<file path="config.mk">
export PLATFORM = sky130hd
export DESIGN_NAME = baud_div_calc
export DESIGN_NICKNAME = d
export VERILOG_FILES = /design/src/rtl/baud_calc_pkg.sv /design/src/rtl/baud_ctrl.sv /design/src/rtl/baud_dpath.sv /design/src/rtl/baud_div_calc.sv
export SDC_FILE = /design/constraint.sdc
export NUM_CORES = 1
export LEC_CHECK = 0
export BUFFER_PORTS_ARGS = -buffer_cell sky130_fd_sc_hd__clkbuf_2
export CORE_MARGIN = 1
export CORE_UTILIZATION = 30
export CTS_CLUSTER_SIZE = 25
export DETAILED_ROUTE_END_ITERATION = 8
export HOLD_SLACK_MARGIN = 0.1
export SLEW_MARGIN = 0
export SYNTH_ARGS = -nofsm -noshare
export SYNTH_HDL_FRONTEND = slang
export SYNTH_SLANG_ARGS = --single-unit
</file>
<file path="constraint.sdc">
create_clock -name clk -period 4.35 [get_ports clk]
set_input_delay 0.2175 -clock clk [delete_from_list [all_inputs] [get_ports clk]]
set_output_delay 0.2175 -clock clk [all_outputs]
set_load 0.03 [all_outputs]
</file>
<file path="src/rtl/baud_calc_pkg.sv">
package baud_calc_pkg;

  // Strobes from the sequencer to the arithmetic and tick datapath.
  typedef struct packed {
    logic capture;  // latch clamped request and set up division
    logic step;     // perform one restoring-division iteration
    logic finish;   // last iteration: publish result and start ticks
  } calcStrobe_t;

endpackage

</file>
<file path="src/rtl/baud_ctrl.sv">
module baud_ctrl
  import baud_calc_pkg::*;
#(
  parameter int STEPS = 32
) (
  input  logic        clk,
  input  logic        rstN,
  input  logic        loadReq,
  output calcStrobe_t strobe,
  output logic        busy,
  output logic        done
);

  localparam int CW = $clog2(STEPS + 1);

  typedef enum logic {S_IDLE, S_RUN} ctrlState_t;

  ctrlState_t state;
  logic [CW-1:0] stepCnt;

  always_comb begin
    strobe.capture = loadReq;
    strobe.step    = (state == S_RUN) && !loadReq;
    strobe.finish  = strobe.step && (stepCnt == CW'(STEPS - 1));
  end

  always_ff @(posedge clk) begin
    if (!rstN) begin
      state   <= S_IDLE;
      stepCnt <= '0;
      done    <= 1'b0;
    end else if (strobe.capture) begin
      state   <= S_RUN;
      stepCnt <= '0;
      done    <= 1'b0;
    end else if (strobe.step) begin
      stepCnt <= stepCnt + 1'b1;
      if (strobe.finish) begin
        state <= S_IDLE;
        done  <= 1'b1;
      end
    end
  end

  assign busy = (state == S_RUN);

endmodule

</file>
<file path="src/rtl/baud_dpath.sv">
module baud_dpath
  import baud_calc_pkg::*;
#(
  parameter int W          = 32,
  parameter int REF_HZ     = 48_000_000,
  parameter int MIN_RATE   = 300,
  parameter int MAX_RATE   = 2_000_000,
  parameter int SLOW_LIMIT = 365,
  parameter int SLOW_PRE   = 4
) (
  input  logic          clk,
  input  logic          rstN,
  input  calcStrobe_t   strobe,
  input  logic [W-1:0]  reqRate,
  output logic [W-1:0]  divider,
  output logic          prescaleSlow,
  output logic          rangeErr,
  output logic          tick
);

  localparam logic [W-1:0] REF_V   = W'(REF_HZ);
  localparam logic [W-1:0] MIN_V   = W'(MIN_RATE);
  localparam logic [W-1:0] MAX_V   = W'(MAX_RATE);
  localparam logic [W-1:0] SLOW_V  = W'(SLOW_LIMIT);
  localparam logic [W-1:0] PRE_V   = W'(SLOW_PRE);

  // Request conditioning
  logic [W-1:0] rateClamped;
  logic         rateOut;
  logic         slowSel;
  logic [W-1:0] denomNext;
  logic [W-1:0] numerNext;

  always_comb begin
    rateOut = 1'b0;
    rateClamped = reqRate;
    if (reqRate < MIN_V) begin
      rateClamped = MIN_V;
      rateOut = 1'b1;
    end else if (reqRate > MAX_V) begin
      rateClamped = MAX_V;
      rateOut = 1'b1;
    end
    slowSel   = (rateClamped <= SLOW_V);
    denomNext = (slowSel ? rateClamped * PRE_V : rateClamped) << 1;
    numerNext = REF_V + (denomNext >> 1);
  end

  // Restoring divider
  logic [W-1:0] denomR;
  logic [W-1:0] numShift;
  logic [W-1:0] remR;
  logic [W-1:0] quotR;
  logic [W:0]   remShift;
  logic         fits;
  logic [W-1:0] remNext;
  logic [W-1:0] quotNext;

  always_comb begin
    remShift = {remR, numShift[W-1]};
    fits     = (remShift >= {1'b0, denomR});
    remNext  = fits ? W'(remShift - {1'b0, denomR}) : remShift[W-1:0];
    quotNext = {quotR[W-2:0], fits};
  end

  always_ff @(posedge clk) begin
    if (!rstN) begin
      denomR       <= '0;
      numShift     <= '0;
      remR         <= '0;
      quotR        <= '0;
      divider      <= '0;
      prescaleSlow <= 1'b0;
      rangeErr     <= 1'b0;
    end else if (strobe.capture) begin
      denomR       <= denomNext;
      numShift     <= numerNext;
      remR         <= '0;
      quotR        <= '0;
      prescaleSlow <= slowSel;
      rangeErr     <= rateOut;
    end else if (strobe.step) begin
      numShift <= numShift << 1;
      remR     <= remNext;
      quotR    <= quotNext;
      if (strobe.finish) divider <= quotNext;
    end
  end

  // Tick generator: period is prescale x divider reference cycles
  logic [W-1:0] period;
  logic [W-1:0] tickCnt;
  logic         tickRun;

  assign period = prescaleSlow ? divider * PRE_V : divider;

  always_ff @(posedge clk) begin
    if (!rstN) begin
      tickCnt <= '0;
      tickRun <= 1'b0;
      tick    <= 1'b0;
    end else if (strobe.capture) begin
      tickCnt <= '0;
      tickRun <= 1'b0;
      tick    <= 1'b0;
    end else if (strobe.finish) begin
      tickCnt <= '0;
      tickRun <= 1'b1;
      tick    <= 1'b0;
    end else if (tickRun) begin
      if (tickCnt == period - 1'b1) begin
        tickCnt <= '0;
        tick    <= 1'b1;
      end else begin
        tickCnt <= tickCnt + 1'b1;
        tick    <= 1'b0;
      end
    end else begin
      tick <= 1'b0;
    end
  end

endmodule

</file>
<file path="src/rtl/baud_div_calc.sv">
module baud_div_calc
  import baud_calc_pkg::*;
#(
  parameter int W          = 32,
  parameter int REF_HZ     = 48_000_000,
  parameter int MIN_RATE   = 300,
  parameter int MAX_RATE   = 2_000_000,
  parameter int SLOW_LIMIT = 365,
  parameter int SLOW_PRE   = 4
) (
  input  logic         clk,
  input  logic         rstN,
  input  logic         load,
  input  logic [W-1:0] reqRate,
  output logic         busy,
  output logic         done,
  output logic [W-1:0] divider,
  output logic         prescaleSlow,
  output logic         rangeErr,
  output logic         tick
);

  calcStrobe_t strobe;

  baud_ctrl #(.STEPS(W)) u_ctrl (
    .clk     (clk),
    .rstN    (rstN),
    .loadReq (load),
    .strobe  (strobe),
    .busy    (busy),
    .done    (done)
  );

  baud_dpath #(
    .W          (W),
    .REF_HZ     (REF_HZ),
    .MIN_RATE   (MIN_RATE),
    .MAX_RATE   (MAX_RATE),
    .SLOW_LIMIT (SLOW_LIMIT),
    .SLOW_PRE   (SLOW_PRE)
  ) u_dpath (
    .clk          (clk),
    .rstN         (rstN),
    .strobe       (strobe),
    .reqRate      (reqRate),
    .divider      (divider),
    .prescaleSlow (prescaleSlow),
    .rangeErr     (rangeErr),
    .tick         (tick)
  );

endmodule

</file>
---- Word level (Yosys, flattened, before mapping) ----
Cells that the tools add are included.
W data, S select, Z words.
word-level totals
  word-level logic and storage cells ...... 52
  bits in registers ....................... 202
  output and inout bits ................... 37
operators by class
  reductions and logical operators ........ 11
  bitwise logic cells ..................... 3
  order comparisons ....................... 4
  eq/ne operators ......................... 2
  mux-type cells .......................... 14
  add/sub/neg operators ................... 5
operators by type and width
  cell                      count
  $mux W32                  7
  $ge A33 B32 Y1            1
  $add A26 B31 Y32 const A  1
  $add A32 B1 Y32 const B   1
  $eq A32 B32 Y1            1
  $gt A32 B21 Y1 const B    1
  $le A32 B9 Y1 const B     1
  $lt A32 B9 Y1 const B     1
  $sub A32 B1 Y32 const B   1
  $sub A32 B32 Y32          1
  $mux W31                  1
  $add A6 B1 Y6 const B     1
  $eq A6 B5 Y1 const B      1
  $mux W1                   6
  $reduce_and A2 Y1         2
  $reduce_bool A2 Y1        2
  $reduce_or A4 Y1          1
  $not A1 Y1                3
  $reduce_and A3 Y1         1
  $reduce_or A3 Y1          1
  $logic_and A1 B1 Y1       2
  $reduce_or A2 Y1          1
  $logic_not A1 Y1          1

---- Longest topological paths before layout ----
  depth in word-level cells ............... 7
  mapped depth ............................ 15
  mapped depth without buffers ............ 13

---- Hierarchy ----
From an unflattened synthesis, not the netlist that was laid out.
second synthesis, totals
  cells, all modules ...................... 1477
  area, all modules ....................... 11816.3 µm²
by module, submodules not included
  module      area an instance (µm²)  cells each  instances
  baud_dpath  11458.5                 1437        1
  baud_ctrl   357.8                   40          1

---- Least setup slack after synthesis ----
Ideal clock, no wire load.
  path kind ............................... reg-to-reg
  from .................................... register u_dpath.prescaleSlow
  to ...................................... register u_dpath.tickCnt[0]
  stages on the path, launching flop included .. 14
  buffers on the path ..................... 2
  data required time ...................... 4235 ps
  arrival ................................. 3882 ps
  slack ................................... 353 ps
  cells stage by stage .................... dfxtp_1 -> buf_2 -> clkinv_1 -> nand2_1 -> ha_1 -> o211ai_1 -> nor4_2 -> nand3_1 -> mux2_1 -> or4_1 -> or4_4 -> o211ai_4 -> buf_6 -> nor2_1
on the way
  word-level cells in the longest chain between the ends .. 4
ends and longest elaborated chain
  what                      RTL line           source
  start: declaration        baud_dpath.sv:16   output logic prescaleSlow,
  start signal: assignment  baud_dpath.sv:80   prescaleSlow <= slowSel;
  $mux W32                  baud_dpath.sv:95   assign period = prescaleSlow ? divider * PRE_V : divider;
  $sub A32 B1 Y32           baud_dpath.sv:111  if (tickCnt == period - 1'b1) begin
  $eq A32 B32 Y1            baud_dpath.sv:111
  $mux W32                  baud_dpath.sv:111
  end signal: assignment    baud_dpath.sv:115  tickCnt <= tickCnt + 1'b1;
  end: declaration          baud_dpath.sv:92   logic [W-1:0] tickCnt;
Every way passes these cells.
A chain may end at the register's enable or synchronous reset.

---- Worst setup path after layout ----
  from .................................... register u_dpath.prescaleSlow
  to ...................................... register u_dpath.tickCnt[2]
Same word-level chain as after synthesis.

==> results.py <==
metrics = {
    "status": {
        "status": "completed",
    },
    "logic_synthesis": {
        "ys_seq_area_share_pct": 35.43,
        "ys_async_sr_fraction_pct": 0,
        "syn-num-nets": 1466,
        "synthFlopType": "dfxtp_1",
        "ys_seq_elements": 201,
        "avgSynthCellArea_um2": 8.140,
        "synth_cell_types": 77,
        "synth_edf_count": 0,
        "syn_area_um2": 11360,
        "synth_cells": 1395,
        "synth_warnings": 0,
    },
    "pwr": {
        "clkPwrFrac_pct": 43.0,
        "switching_share_pct": 26.70,
        "seqPwrFrac_pct": 44.1,
        "peakVddDrop_mv": 0.2796,
        "net-switching-power_mw": 1.148,
        "power_density_nw_per_um2": 328.3,
        "p_int_mw": 3.152,
        "power_frac_comb_pct": 12.9,
        "power_mw": 4.300,
        "p_leak_nw": 4.984,
    },
    "clock_network": {
        "cts.sinks": 201,
        "cts_buffer_depth": 3,
        "cts_tree": "yes",
        "cts_buffers": 23,
        "clk_pin_slew_ps": 60,
        "insertion_delay_ps": 530,
        "h-tree-depth": 1,
        "root_buffer": "clkbuf_16",
        "cts_setup_buffers": 0,
        "cts_resized": 0,
    },
    "global_routing": {
        "grtUsageMet1_pct": 20.82,
        "grt_util_met2_pct": 24.03,
        "grt_pass1_wl_um": 47840,
        "antenna_found_initial": 0,
        "grt.total_usage_pct": 14.95,
        "top_usage_layer": "met2",
        "grt_max_degree": 72,
        "overflow": 0,
        "met3_usage_pct": 2.464,
        "grt_pass1_vias": 9234,
    },
    "routing": {
        "drc": 0,
        "wl_um": 29020,
        "vias_per_cell": 5.041,
        "first_iter_violations": 625,
        "vias": 9926,
        "wire_per_inst_um": 14.74,
        "drtAntennaViolNets": 0,
        "drtPass1Iterations": 5,
    },
    "place": {
        "dp_slack_ps": 375.8,
        "dp_hpwl_um": 20780,
        "io_buffers": 71,
        "dp.cells": 1915,
        "place_congestion": 0.8584,
    },
    "die": {
        "die_area_um2": 38640,
        "initial_core_util_pct": 30.72,
        "die_w_um": 196.6,
        "num_io_pins": 72,
        "die_h_um": 196.6,
        "core_area_um2": 36960,
        "rows": 70,
    },
    "timing": {
        "finalMaxSlewViolations": 0,
        "max_freq_mhz": 253.2,
        "rsz0062_at_grt": "no",
        "worst_pin_slew_ps": 841.6,
        "setup_ws_ps": 400.9,
        "whs_ps": 145.8,
        "final-setup-viol-count": 0,
        "fin_skew_ps": 20.29,
        "fin_crit_sh_pct": 90.78,
        "finalSetupTns_ps": 0,
        "hold_viol": 0,
        "slew_headroom_pct": 43.46,
        "fin_crit_ps": 3949,
    },
    "layout": {
        "final_cells": 1969,
        "drive_above_1_share_pct": 10.99,
        "register_area_um2": 4029,
        "antenna_cells": 0,
        "n_fill_cell": 3927,
        "final_nets": 1521,
        "area_delta_synth_final_pct": 15.35,
        "mostFrequentLayoutCell": "dfxtp_1",
        "multiInputGateArea_um2": 6830,
        "final_cell_mix": "199 x dfxtp_1, 166 x nor2_1, 162 x nand2_1",
    },
    "setup_path": {
        "crit_type": "register to register",
        "cp.arrival_ps": 4370,
        "cp-end-kind": "register",
        "cp_max_fo": 71,
        "crit_path_start_kind": "register",
        "worst_ep_required_time_ps": 4770,
    },
    "worst_hold_path": {
        "hp-class": "input pin to register",
    },
    "flow_run": {
        "max-cap-violations": 0,
    },
}
## Yosys cell counts, types with 10 or more instances
| cell | instances | area share [%] |
|---|---|---|
| a211oi_1 | 17 | 1.1 |
| a21o_1 | 16 | 1.1 |
| a21oi_1 | 112 | 4.9 |
| a311oi_1 | 17 | 1.3 |
| a31oi_1 | 19 | 1.0 |
| and3_1 | 16 | 0.88 |
| buf_1 | 12 | 0.40 |
| clkbuf_1 | 54 | 1.8 |
| dfxtp_1 | 201 | 35 |
| ha_1 | 35 | 3.9 |
| inv_1 | 49 | 1.6 |
| mux2_2 | 10 | 0.99 |
| mux2i_1 | 87 | 7.7 |
| nand2_1 | 163 | 5.4 |
| nand2b_1 | 12 | 0.66 |
| nand3_1 | 26 | 1.1 |
| nand4_1 | 15 | 0.83 |
| nor2_1 | 166 | 5.5 |
| nor2b_1 | 14 | 0.77 |
| nor3_1 | 33 | 1.5 |
| o211ai_1 | 14 | 0.93 |
| o21ai_0 | 60 | 2.6 |
| xnor2_1 | 58 | 4.5 |
| xor2_1 | 44 | 3.4 |
## through the flow
stage                     utilization (%)  area [µm²]
after floorplan                         -       11360
after global placement              33.11       12240
after detailed placement            33.11       12240
after CTS                           35.44       13100
after global routing                35.44       13100
final                               35.44       13100
## flip-flops by register name, summed over array words and instances (netlist names)
register              cells
u_dpath.tickCnt          32
u_dpath.prescaleSlow      1
u_dpath.quotR            31
u_ctrl.done               1
u_dpath.divider          32
u_dpath.rangeErr          1
u_ctrl.stepCnt            6
u_dpath.numShift         32
u_dpath.denomR           31
u_ctrl.busy               1
u_dpath.tick              1
u_dpath.remR             32
## final timing paths
path	endpoint	startpoint	cells past startpoint	slack [ps]
min	u_ctrl.busy	load	3	150
max	u_dpath.tickCnt[2]	u_dpath.prescaleSlow	11	400
max reg2reg	u_dpath.tickCnt[2]	u_dpath.prescaleSlow	11	400
min reg2reg	u_dpath.denomR[23]	u_dpath.denomR[23]	2	440
## worst max-delay path, cell delays in order (launching register included)
cell and delay [ps]:
dfxtp_2 350, buf_12 300, nor3b_2 280, o211ai_1 220
or4_1 590, o31a_1 310, a2111oi_0 610, nand4_1 160
or4_4 530, o211ai_4 190, buf_12 210, nor2_1 70
## power groups by stage
stage                     Combinational [mW]  Sequential (mW)  Clock, mW
after floorplan                        0.407             1.93          0
after global placement                 0.537             1.94          0
after detailed placement               0.541             1.94          0
after CTS                              0.555             1.90       1.91
after global routing                   0.613             1.90       1.99
final                                  0.554             1.90       1.85
## area by class of cell
class | count | area share (%)
Clock inverter | 10 | 0.5158
Multi-Input combinational cell | 1066 | 52.14
Inverter | 51 | 1.461
Timing Repair Buffer | 107 | 5.330
Sequential cell | 201 | 30.76
Tap cell | 504 | 4.814
Clock buffer | 30 | 4.977
## metal layers
layer  vias up  part of all wire [%]
met4         0                   1.9
met2       177                    44
met3        41                   3.9
met5         -                     0
met1      4622                    50
li1       5086                     -
## kinds of logic (layout without fill, tap and decap cells)
group / count (synthesis) / in the layout / share of synthesized area [%]
fa+ha+maj: 36 / 36 / 4.033
compound gates: 328 / 328 / 18.71
simple gates: 502 / 502 / 20.66
flops: 201 / 201 / 35.43
xor+xnor: 102 / 102 / 7.867
mux: 98 / 98 / 8.759
buf+inv: 128 / 198 / 4.539
## repair_timing
item,4_1_cts,5_1_grt
setup endpoints to repair,0,0
hold buffers,14,0
endpoints found under the hold margin,18,0
(Power assumes the default switching activity.)
